## src/rtl/rxr_pkg.sv

```systemverilog
package rxr_pkg;
  localparam int DW    = 32;
  localparam int SZW   = 12;
  localparam int OWN_B = 31;
  localparam int ERR_B = 30;
  localparam int BUF_B = 26;
  localparam int STP_B = 25;
  localparam int ENP_B = 24;
  localparam logic [7:0] STYLE_SEQ  = 8'd2;
  localparam logic [7:0] STYLE_SWAP = 8'd3;

  typedef enum logic [3:0] {
    S_IDLE, S_RD_FLG, S_RD_BUF, S_FILL, S_WR_DAT, S_ADV, S_RD_NXT,
    S_WR_CUR, S_RD_CNT, S_WR_CNT, S_WR_FST, S_DRAIN
  } rxr_state_e;

  typedef enum logic [1:0] {AFT_BUF, AFT_CNT, AFT_FST} rxr_after_e;
endpackage

```

## src/rtl/rxr_pos.sv

```systemverilog
module rxr_pos #(
  parameter int AW    = 32,
  parameter int POS_W = 9
) (
  input  logic          clk_i,
  input  logic          rst_ni,
  input  logic [AW-1:0] base_i,
  input  logic [POS_W:0] len_i,
  input  logic          adv_i,
  output logic [AW-1:0] cur_addr_o,
  output logic [AW-1:0] nxt_addr_o
);
  logic [POS_W-1:0] pos_q, pos_n;
  logic [POS_W:0]   inc;

  assign inc   = {1'b0, pos_q} + 1'b1;
  assign pos_n = (inc >= len_i) ? '0 : inc[POS_W-1:0];

  assign cur_addr_o = base_i + AW'({pos_q, 4'b0000});
  assign nxt_addr_o = base_i + AW'({pos_n, 4'b0000});

  always_ff @(posedge clk_i or negedge rst_ni) begin
    if (!rst_ni)    pos_q <= '0;
    else if (adv_i) pos_q <= pos_n;
  end
endmodule

```

## src/rtl/rxr_pack.sv

```systemverilog
module rxr_pack #(
  parameter int NB = 4,
  localparam int LW = $clog2(NB)
) (
  input  logic          clk_i,
  input  logic          rst_ni,
  input  logic          load_i,
  input  logic [7:0]    byte_i,
  input  logic          clr_i,
  output logic [NB*8-1:0] word_o,
  output logic [NB-1:0] be_o,
  output logic [LW-1:0] lane_o
);
  logic [LW-1:0] lane_q;

  always_ff @(posedge clk_i or negedge rst_ni) begin
    if (!rst_ni)     lane_q <= '0;
    else if (clr_i)  lane_q <= '0;
    else if (load_i) lane_q <= lane_q + 1'b1;
  end
  assign lane_o = lane_q;

  for (genvar g = 0; g < NB; g++) begin : g_lane
    logic [7:0] b_q;
    logic       e_q;
    always_ff @(posedge clk_i or negedge rst_ni) begin
      if (!rst_ni) begin
        b_q <= '0;
        e_q <= 1'b0;
      end else if (load_i && lane_q == LW'(g)) begin
        b_q <= byte_i;
        e_q <= 1'b1;
      end else if (clr_i) begin
        e_q <= 1'b0;
      end
    end
    assign word_o[g*8 +: 8] = b_q;
    assign be_o[g]          = e_q;
  end
endmodule

```

## src/rtl/rxr_ctrl.sv

```systemverilog
module rxr_ctrl import rxr_pkg::*; #(
  parameter int AW        = 32,
  parameter int LEN_W     = 16,
  parameter int MAX_FRAME = 2048,
  parameter int NB        = 4,
  localparam int LW = $clog2(NB)
) (
  input  logic             clk_i,
  input  logic             rst_ni,
  input  logic [AW-1:0]    ring_base_i,
  input  logic [7:0]       layout_i,
  input  logic             rx_en_i,
  input  logic             frm_start_i,
  input  logic [LEN_W-1:0] frm_len_i,
  output logic             frm_ready_o,
  input  logic             byte_valid_i,
  output logic             byte_ready_o,
  input  logic [DW-1:0]    pk_word_i,
  input  logic [NB-1:0]    pk_be_i,
  input  logic [LW-1:0]    pk_lane_i,
  output logic             pk_load_o,
  output logic             pk_clr_o,
  input  logic [AW-1:0]    cur_addr_i,
  input  logic [AW-1:0]    nxt_addr_i,
  output logic             adv_o,
  output logic             mem_req_o,
  output logic             mem_we_o,
  output logic [AW-1:0]    mem_addr_o,
  output logic [DW-1:0]    mem_wdata_o,
  output logic [NB-1:0]    mem_be_o,
  input  logic             mem_ack_i,
  input  logic [DW-1:0]    mem_rdata_i,
  output logic             rint_o
);
  localparam logic [LEN_W-1:0] MAXL = LEN_W'(MAX_FRAME);

  rxr_state_e       state_q;
  rxr_after_e       after_q;
  logic [LEN_W-1:0] remain_q;
  logic [SZW-1:0]   store_q, tot_q, chunk_q;
  logic             sty3_q, is_first_q, rint_q;
  logic [AW-1:0]    desc_q, first_q, nxt_q, waddr_q;
  logic [DW-1:0]    fst_flg_q, cur_flg_q, nxt_flg_q, cnt_q;

  logic             gate_ok, ack;
  logic [SZW-1:0]   trunc, size_w, chunk_n;
  logic [AW-1:0]    buf_ofs, cnt_ofs;
  rxr_state_e       drain_nxt;
  logic [DW-1:0]    rel_word;

  assign gate_ok = (ring_base_i != '0) && rx_en_i &&
                   (layout_i == STYLE_SEQ || layout_i == STYLE_SWAP);
  assign trunc   = (frm_len_i > MAXL) ? SZW'(MAX_FRAME) : SZW'(frm_len_i);
  assign size_w  = SZW'(0) - cur_flg_q[SZW-1:0];
  assign chunk_n = (size_w < store_q) ? size_w : store_q;
  assign buf_ofs = sty3_q ? AW'(8) : AW'(0);
  assign cnt_ofs = sty3_q ? AW'(0) : AW'(8);
  assign drain_nxt = (remain_q != '0) ? S_DRAIN : S_IDLE;
  assign ack     = mem_req_o && mem_ack_i;

  always_comb begin
    rel_word = fst_flg_q;
    rel_word[STP_B] = 1'b1;
    rel_word[OWN_B] = 1'b0;
  end

  always_ff @(posedge clk_i or negedge rst_ni) begin
    if (!rst_ni) begin
      state_q    <= S_IDLE;
      after_q    <= AFT_BUF;
      remain_q   <= '0;
      store_q    <= '0;
      tot_q      <= '0;
      chunk_q    <= '0;
      sty3_q     <= 1'b0;
      is_first_q <= 1'b0;
      rint_q     <= 1'b0;
      desc_q     <= '0;
      first_q    <= '0;
      nxt_q      <= '0;
      waddr_q    <= '0;
      fst_flg_q  <= '0;
      cur_flg_q  <= '0;
      nxt_flg_q  <= '0;
      cnt_q      <= '0;
    end else begin
      rint_q <= 1'b0;
      unique case (state_q)
        S_IDLE: if (frm_start_i) begin
          remain_q <= frm_len_i;
          store_q  <= trunc;
          tot_q    <= trunc;
          sty3_q   <= (layout_i == STYLE_SWAP);
          if (gate_ok) begin
            desc_q     <= cur_addr_i;
            first_q    <= cur_addr_i;
            is_first_q <= 1'b1;
            state_q    <= S_RD_FLG;
          end else begin
            state_q <= (frm_len_i != '0) ? S_DRAIN : S_IDLE;
          end
        end
        S_RD_FLG: if (ack) begin
          if (mem_rdata_i[OWN_B]) begin
            fst_flg_q <= mem_rdata_i;
            cur_flg_q <= mem_rdata_i;
            state_q   <= S_RD_BUF;
          end else begin
            state_q <= drain_nxt;
          end
        end
        S_RD_BUF: if (ack) begin
          waddr_q <= mem_rdata_i;
          chunk_q <= chunk_n;
          state_q <= (chunk_n == '0) ? S_ADV : S_FILL;
        end
        S_FILL: if (byte_valid_i) begin
          store_q  <= store_q - 1'b1;
          remain_q <= remain_q - 1'b1;
          chunk_q  <= chunk_q - 1'b1;
          if (pk_lane_i == LW'(NB-1) || chunk_q == SZW'(1)) state_q <= S_WR_DAT;
        end
        S_WR_DAT: if (ack) begin
          waddr_q <= waddr_q + AW'(NB);
          state_q <= (chunk_q == '0) ? S_ADV : S_FILL;
        end
        S_ADV: begin
          nxt_q <= nxt_addr_i;
          if (store_q == '0) begin
            if (is_first_q) begin
              fst_flg_q[ENP_B] <= 1'b1;
              state_q <= S_RD_CNT;
            end else begin
              cur_flg_q[ENP_B] <= 1'b1;
              cur_flg_q[OWN_B] <= 1'b0;
              after_q <= AFT_CNT;
              state_q <= S_WR_CUR;
            end
          end else begin
            state_q <= S_RD_NXT;
          end
        end
        S_RD_NXT: if (ack) begin
          if (mem_rdata_i[OWN_B]) begin
            nxt_flg_q <= mem_rdata_i;
            if (is_first_q) begin
              desc_q     <= nxt_q;
              cur_flg_q  <= mem_rdata_i;
              is_first_q <= 1'b0;
              state_q    <= S_RD_BUF;
            end else begin
              cur_flg_q[OWN_B] <= 1'b0;
              after_q <= AFT_BUF;
              state_q <= S_WR_CUR;
            end
          end else if (is_first_q) begin
            fst_flg_q[ERR_B] <= 1'b1;
            fst_flg_q[BUF_B] <= 1'b1;
            fst_flg_q[ENP_B] <= 1'b1;
            state_q <= S_WR_FST;
          end else begin
            cur_flg_q[OWN_B] <= 1'b0;
            cur_flg_q[ERR_B] <= 1'b1;
            cur_flg_q[BUF_B] <= 1'b1;
            cur_flg_q[ENP_B] <= 1'b1;
            after_q <= AFT_FST;
            state_q <= S_WR_CUR;
          end
        end
        S_WR_CUR: if (ack) begin
          unique case (after_q)
            AFT_BUF: begin
              desc_q     <= nxt_q;
              cur_flg_q  <= nxt_flg_q;
              is_first_q <= 1'b0;
              state_q    <= S_RD_BUF;
            end
            AFT_CNT: state_q <= S_RD_CNT;
            default: state_q <= S_WR_FST;
          endcase
        end
        S_RD_CNT: if (ack) begin
          cnt_q   <= {mem_rdata_i[DW-1:SZW], tot_q + SZW'(4)};
          state_q <= S_WR_CNT;
        end
        S_WR_CNT: if (ack) state_q <= S_WR_FST;
        S_WR_FST: if (ack) begin
          rint_q  <= 1'b1;
          state_q <= drain_nxt;
        end
        S_DRAIN: if (byte_valid_i) begin
          remain_q <= remain_q - 1'b1;
          if (remain_q == LEN_W'(1)) state_q <= S_IDLE;
        end
        default: state_q <= S_IDLE;
      endcase
    end
  end

  always_comb begin
    mem_req_o   = 1'b0;
    mem_we_o    = 1'b0;
    mem_addr_o  = desc_q + AW'(4);
    mem_wdata_o = '0;
    mem_be_o    = '1;
    unique case (state_q)
      S_RD_FLG: mem_req_o = 1'b1;
      S_RD_BUF: begin mem_req_o = 1'b1; mem_addr_o = desc_q + buf_ofs; end
      S_WR_DAT: begin
        mem_req_o = 1'b1; mem_we_o = 1'b1; mem_addr_o = waddr_q;
        mem_wdata_o = pk_word_i; mem_be_o = pk_be_i;
      end
      S_RD_NXT: begin mem_req_o = 1'b1; mem_addr_o = nxt_q + AW'(4); end
      S_WR_CUR: begin mem_req_o = 1'b1; mem_we_o = 1'b1; mem_wdata_o = cur_flg_q; end
      S_RD_CNT: begin mem_req_o = 1'b1; mem_addr_o = desc_q + cnt_ofs; end
      S_WR_CNT: begin
        mem_req_o = 1'b1; mem_we_o = 1'b1; mem_addr_o = desc_q + cnt_ofs;
        mem_wdata_o = cnt_q;
      end
      S_WR_FST: begin
        mem_req_o = 1'b1; mem_we_o = 1'b1; mem_addr_o = first_q + AW'(4);
        mem_wdata_o = rel_word;
      end
      default: ;
    endcase
  end

  assign frm_ready_o  = (state_q == S_IDLE);
  assign byte_ready_o = (state_q == S_FILL) || (state_q == S_DRAIN);
  assign pk_load_o    = (state_q == S_FILL) && byte_valid_i;
  assign pk_clr_o     = (state_q == S_WR_DAT) && ack;
  assign adv_o        = (state_q == S_ADV);
  assign rint_o       = rint_q;
endmodule

```

## src/rtl/rx_ring_writer.sv

```systemverilog
module rx_ring_writer import rxr_pkg::*; #(
  parameter int AW        = 32,
  parameter int POS_W     = 9,
  parameter int LEN_W     = 16,
  parameter int MAX_FRAME = 2048,
  localparam int NB = DW / 8,
  localparam int LW = $clog2(NB)
) (
  input  logic             clk_i,
  input  logic             rst_ni,
  input  logic [AW-1:0]    ring_base_i,
  input  logic [POS_W:0]   ring_len_i,
  input  logic [7:0]       layout_i,
  input  logic             rx_en_i,
  input  logic             frm_start_i,
  input  logic [LEN_W-1:0] frm_len_i,
  output logic             frm_ready_o,
  input  logic             byte_valid_i,
  input  logic [7:0]       byte_i,
  output logic             byte_ready_o,
  output logic             mem_req_o,
  output logic             mem_we_o,
  output logic [AW-1:0]    mem_addr_o,
  output logic [DW-1:0]    mem_wdata_o,
  output logic [NB-1:0]    mem_be_o,
  input  logic             mem_ack_i,
  input  logic [DW-1:0]    mem_rdata_i,
  output logic             rint_o
);
  logic [AW-1:0] cur_addr, nxt_addr;
  logic          adv, pk_load, pk_clr;
  logic [DW-1:0] pk_word;
  logic [NB-1:0] pk_be;
  logic [LW-1:0] pk_lane;

  rxr_pos #(.AW(AW), .POS_W(POS_W)) u_pos (
    .clk_i, .rst_ni, .base_i(ring_base_i), .len_i(ring_len_i), .adv_i(adv),
    .cur_addr_o(cur_addr), .nxt_addr_o(nxt_addr)
  );

  rxr_pack #(.NB(NB)) u_pack (
    .clk_i, .rst_ni, .load_i(pk_load), .byte_i, .clr_i(pk_clr),
    .word_o(pk_word), .be_o(pk_be), .lane_o(pk_lane)
  );

  rxr_ctrl #(.AW(AW), .LEN_W(LEN_W), .MAX_FRAME(MAX_FRAME), .NB(NB)) u_ctrl (
    .clk_i, .rst_ni, .ring_base_i, .layout_i, .rx_en_i, .frm_start_i, .frm_len_i,
    .frm_ready_o, .byte_valid_i, .byte_ready_o,
    .pk_word_i(pk_word), .pk_be_i(pk_be), .pk_lane_i(pk_lane),
    .pk_load_o(pk_load), .pk_clr_o(pk_clr),
    .cur_addr_i(cur_addr), .nxt_addr_i(nxt_addr), .adv_o(adv),
    .mem_req_o, .mem_we_o, .mem_addr_o, .mem_wdata_o, .mem_be_o,
    .mem_ack_i, .mem_rdata_i, .rint_o
  );
endmodule

```

## config.mk

```make
export PLATFORM = sky130hd
export DESIGN_NAME = rx_ring_writer
export DESIGN_NICKNAME = d
export VERILOG_FILES = /design/src/rtl/rxr_pkg.sv /design/src/rtl/rxr_pos.sv /design/src/rtl/rxr_pack.sv /design/src/rtl/rxr_ctrl.sv /design/src/rtl/rx_ring_writer.sv
export SDC_FILE = /design/constraint.sdc
export NUM_CORES = 1
export LEC_CHECK = 0
export BUFFER_PORTS_ARGS = -buffer_cell sky130_fd_sc_hd__buf_4
export CAP_MARGIN = 20
export CELL_PAD_IN_SITES_DETAIL_PLACEMENT = 1
export CELL_PAD_IN_SITES_GLOBAL_PLACEMENT = 1
export CORE_MARGIN = 5
export CORE_UTILIZATION = 51
export DETAILED_ROUTE_END_ITERATION = 6
export PLACE_DENSITY = 0.87
export SKIP_LAST_GASP = 1
export SYNTH_ARGS = -nofsm -noshare
export SYNTH_HDL_FRONTEND = slang
export SYNTH_HIERARCHICAL = 1
export SYNTH_SLANG_ARGS = --single-unit
export TNS_END_PERCENT = 1
```

## constraint.sdc

```tcl
create_clock -name clk_i -period 9.43 [get_ports clk_i]
set_input_delay 0.943 -clock clk_i [delete_from_list [all_inputs] [get_ports clk_i]]
set_output_delay 0.943 -clock clk_i [all_outputs]
set_load 0.01 [all_outputs]
```

## Word level (Yosys, flattened, before mapping)

Index checks and enable logic that the tools add are counted.

| operators by class | value |
|---|---|
| eq/ne operators | 44 |
| add/sub/neg operators | 15 |
| mux-type cells | 113 |
| reductions and logical operators | 59 |
| $lt $le $gt $ge | 3 |

Operator list:

| operator | count |
|---|---|
| $mux 32 | 14 |
| $pmux 32 s5 | 1 |
| $add 32x3->32 const B | 4 |
| $pmux 32 s4 | 1 |
| $mux 4 | 24 |
| $pmux 32 s3 | 1 |
| $mux 31 | 3 |
| $mux 12 | 6 |
| $pmux 24 s3 | 1 |
| $add 32x13->32 | 2 |
| $add 32x32->32 | 2 |
| $pmux 32 s2 | 1 |
| $pmux 12 s2 | 2 |
| $pmux 4 s12 | 1 |
| $logic_not 12->1 | 3 |
| $mux 16 | 2 |
| $pmux 16 s2 | 1 |
| $reduce_and 8->1 | 4 |
| $reduce_bool 16->1 | 2 |
| $reduce_bool 32->1 | 1 |
| $mux 1 | 31 |
| $ne 2x1->1 const B | 14 |
| $mux 24 | 1 |
| $sub 12x1->12 const B | 2 |
| other kinds (46) | 110 |

| storage, ports and cells | value |
|---|---|
| output and inout bits | 73 |
| flip-flop bits (word level) | 363 |
| input bits | 112 |
| logic and storage cells | 266 |

## Longest topological paths before layout

| logic depth | value |
|---|---|
| depth in word-level cells | 7 |
| gate-level depth with buffers | 21 |

## By module

The synthesis kept the hierarchy.

By module, submodules not included:

| module | area each (um^2) | cells each | times used |
|---|---|---|---|
| rxr_ctrl | 18765.5 | 2175 | 1 |
| rxr_pos | 2549.9 | 329 | 1 |
| rxr_pack | 1671.6 | 97 | 1 |

## Worst setup path after synthesis

OpenSTA, ideal clock, no wires.

| timing path | value |
|---|---|
| kind | flip-flop to output port |
| start | register u_ctrl.state_q[2] |
| end | output port mem_addr_o[30] |
| data arrival time | 3.368 ns |
| buffers on the path | 6 |
| slack | 5.119 ns |
| cell stages (with the launch flop) | 15 |
| path through | dfrtp_1 -> clkbuf_1 -> buf_2 -> buf_2 -> buf_2 -> clkbuf_1 -> o22ai_1 -> a21oi_1 -> ha_1 -> nand3_1 -> or3_1 -> clkbuf_1 -> or2_4 -> or4_1 -> nand3_1 |

| on the way | value |
|---|---|
| word-level cells in the longest chain between the ends | 3 |
| elaborated cells between the ends (all ways) | 8 |
| classes of those cells | eq/ne (6); mux (1); reduce/logical (1) |

RTL lines:

| element | line | source |
|---|---|---|
| start, declared | rxr_ctrl.sv:37 | `rxr_state_e state_q;` |
| start signal, assigned | rxr_ctrl.sv:100 | `state_q <= (frm_len_i != '0) ? S_DRAIN : S_IDLE;` |
| start signal, assigned | rxr_ctrl.sv:109 | `state_q <= drain_nxt;` |
| start signal, assigned | rxr_ctrl.sv:115 | `state_q <= (chunk_n == '0) ? S_ADV : S_FILL;` |
| $eq 4x4->1 | rxr_ctrl.sv:206 | `unique case (state_q)` |
| $reduce_or 2->1 (no line) | -- |  |
| $pmux 32 s5 * | rxr_ctrl.sv:206 |  |
| end, declared | rx_ring_writer.sv:23 | `output logic [AW-1:0] mem_addr_o,` |

Mark *: on every way between the ends. The rest lies on a longest branch, timed or not.

## Worst setup path after layout

| timing path | value |
|---|---|
| start | register u_ctrl.state_q[0] |
| end | output port mem_addr_o[24] |

Same word-level chain as after synthesis.

==> reports/results.tsv <==
metric	value	unit
fin_nets	2856	
start_util	0.5176	
dpl_worst_slack	4.282	ns
synth_top_cell_by_area	dfrtp_1	
fp.dieH	222.3	µm
antenna_left	0	
first_pass_iters	6	
cp.arrival	4.97	ns
synth_cells	2601	
grt_pass1_vias	22940	
ys_ff_latch	362	
max_freq	169.0	MHz
route.detailed.wl_per_inst	27.33	µm
yosysTopAreaCellShare	0.3941	
r2r_slack	4.59	ns
die-area	49420	µm²
layout_commonest_cell	nand2_1	
cts_sinks	362	
critPathKind	register to output pin	
seq_area_frac_synth	0.3941	
dr.first_iter.drc_count	2532	
fin_crit_sh	0.6274	
fp-row-count	77	
hp-class	input pin to asynchronous set/reset pin	
multi_input_area	12960	µm²
synthArstFlopShare	1.000	
grt_max_degree	181	
grt_usage	0.3434	
r2r_end	u_ctrl/nxt_q[17]	
start_kind	register	
critical_path_required	8.49	ns
cts_htree_levels	2	
fill_cells	5073	
synth_nets	2770	
drc	0	
rsz0062_at_grt	false	
ff_latch_area	9060	µm²
core	44410	µm²
synth_area_leaders	dfrtp_1, nand2_1, mux2_2	
endpoint_kind	output pin	
drv_cap	0	
clock-root-buffer	clkbuf_16	
min_period	5.917	ns
setup_viol	0	
yosysUniqueCellTypes	96	
slew-limit-headroom	0.2930	
port-buffer-count	184	
ctsResizeCount	0	
synth_ff_type	dfrtp_1	
grt_pass1_wl	135900	µm
cts_buffer_depth	3	
final_cell_mix	nand2_1, dfrtp_1, buf_4	
slew_viol_final	0	
ir_drop	0.2624	mV
vias_per_cell	6.688	
power_density	336.1	nW/µm²
gp_congestion	0.9452	
fin_util	0.5897	
num_io_pins	185	
cts_buffers	42	
antenna_found_initial	3	
hold_buffers	0	
syn_area_per_cell	8.838	µm²
hold_viol_final	0	
finalClockSkew	0.05831	ns
cts_tree	built	
critPathMaxFanout	39	
clk_pin_slew	0.06	ns
grt-ovfl-total	0	
yosys_warnings	6	
fp.dieW	222.3	µm
area_delta_synth_final	13.94	%
drive_gt1_frac	0.1834	
vias	22163	
finalSetupTns	0	ns
postRouteWirelength	90560	µm
clock_latency	0.62	ns
worst_pin_slew	1.061	ns
regToRegStartpoint	u_pos/pos_q[0]	
status	finished clean	
synth_edf_count	0	
place_hpwl	62280	µm
synth_area	22990	µm²
layout_setup_ws	3.513	ns
r2r_cells	17	
cellLeakagePower	11.83	nW
cts_setup_buffers	0	
stage by stage:
| stage | cells | instance area, µm² | total power, W | hold WS, ns |
|---|---|---|---|---|
| finish | 3314 | 26190 | 0.008804 | 0.4344 |
| global route | 3314 | 26190 | 0.009219 | 0.4945 |
| CTS | 3310 | 26120 | 0.008651 | 0.4622 |
| detailed placement | 3232 | 24660 | 0.006816 | 0.4631 |
| global placement | 3231 | 24650 | 0.006539 | 0.4549 |
| floorplan | 2601 | 22990 | 0.005212 | 0.4285 |
critical path, stage by stage (launching register included):
cell and delay, ns:
dfrtp_1 1.03, nand2b_1 0.29, buf_4 0.41, o21ai_0 0.15, and3_1 0.25, or4_4 0.55, or3_4 0.49, nor4_1 0.39
xor2_1 0.15, o211ai_1 0.40, buf_4 0.21
layout make-up:
type / instances / share of cell area
Antenna cell: 1 / 0.00009554
Inverter: 64 / 0.009172
Clock buffer: 58 / 0.04548
Tap cell: 592 / 0.02828
Clock inverter: 20 / 0.01022
Multi-Input combinational cell: 1996 / 0.4948
Timing Repair Buffer: 221 / 0.06607
Sequential cell: 362 / 0.3459
per-layer routing:
metal,routed length (µm),up-vias,track usage
met4,4912,2,0.1577
met5,7,-,0
met1,34860,11261,0.4269
li1,-,9452,-
met2,44260,1134,0.5889
met3,6521,314,0.05464
power by group:
group          internal (W)  total [W]  switching, W
combinational       0.00163    0.00409       0.00246
sequential          0.00216    0.00296      0.000797
clock               0.00101    0.00176      0.000747
total               0.00480    0.00880       0.00400
state kept, by name, summed over array words and instances, names as in the netlist, 4 cells and up:
name and cells:
u_pack/g_lane.e_q 4, u_pack/g_lane.b_q 32, u_ctrl/first_q 32, u_ctrl/cur_flg_q 32
u_ctrl/cnt_q 32, u_ctrl/waddr_q 32, u_ctrl/tot_q 12, u_ctrl/desc_q 32
u_ctrl/chunk_q 12, u_ctrl/remain_q 16, u_ctrl/fst_flg_q 30, u_ctrl/nxt_flg_q 32
u_ctrl/state_q 4, u_pos/pos_q 9, u_ctrl/nxt_q 32, u_ctrl/store_q 12
synthesized netlist by cell type (23+ instances only):
library cell,n
inv_1,62
a22oi_1,97
dfrtp_1,362
nor3_1,52
mux2i_1,45
o21ai_0,171
nand2_1,367
and2_1,27
nand2b_1,28
mux2_2,120
a31oi_1,49
nor2_1,209
buf_1,23
a21oi_1,169
buf_2,24
ha_1,55
nand4_1,27
nand3_1,84
xnor2_1,72
clkbuf_1,116
mux2_4,32
nor4_1,28
xor2_1,58
and3_1,33
cells by family (layout without fill, tap and decap cells):
group / count (synthesis) / count (layout) / share of synthesized area
AO/OA/AOI/OAI: 663 / 663 / 0.1833
XOR/XNOR: 130 / 130 / 0.04953
adder cells (fa/ha/maj): 57 / 57 / 0.03168
buffers and inverters: 243 / 363 / 0.04382
flip-flops: 362 / 362 / 0.3941
multiplexers: 197 / 197 / 0.09928
other: 0 / 1 / 0
AND/OR/NAND/NOR: 949 / 949 / 0.1983
how the worst max path moves through the flow:
stage | start | endpoint | slack, ns
finish | u_ctrl/state_q[0] | mem_addr_o[24] | 3.51
global route | u_ctrl/state_q[0] | mem_addr_o[30] | 3.37
global placement | u_ctrl/state_q[0] | mem_addr_o[30] | 4.43
detailed placement | u_ctrl/state_q[0] | mem_addr_o[30] | 4.28
CTS | u_ctrl/state_q[0] | mem_addr_o[30] | 3.64
floorplan | u_ctrl/state_q[2] | mem_addr_o[30] | 5.12
(Power assumes the default switching activity.)
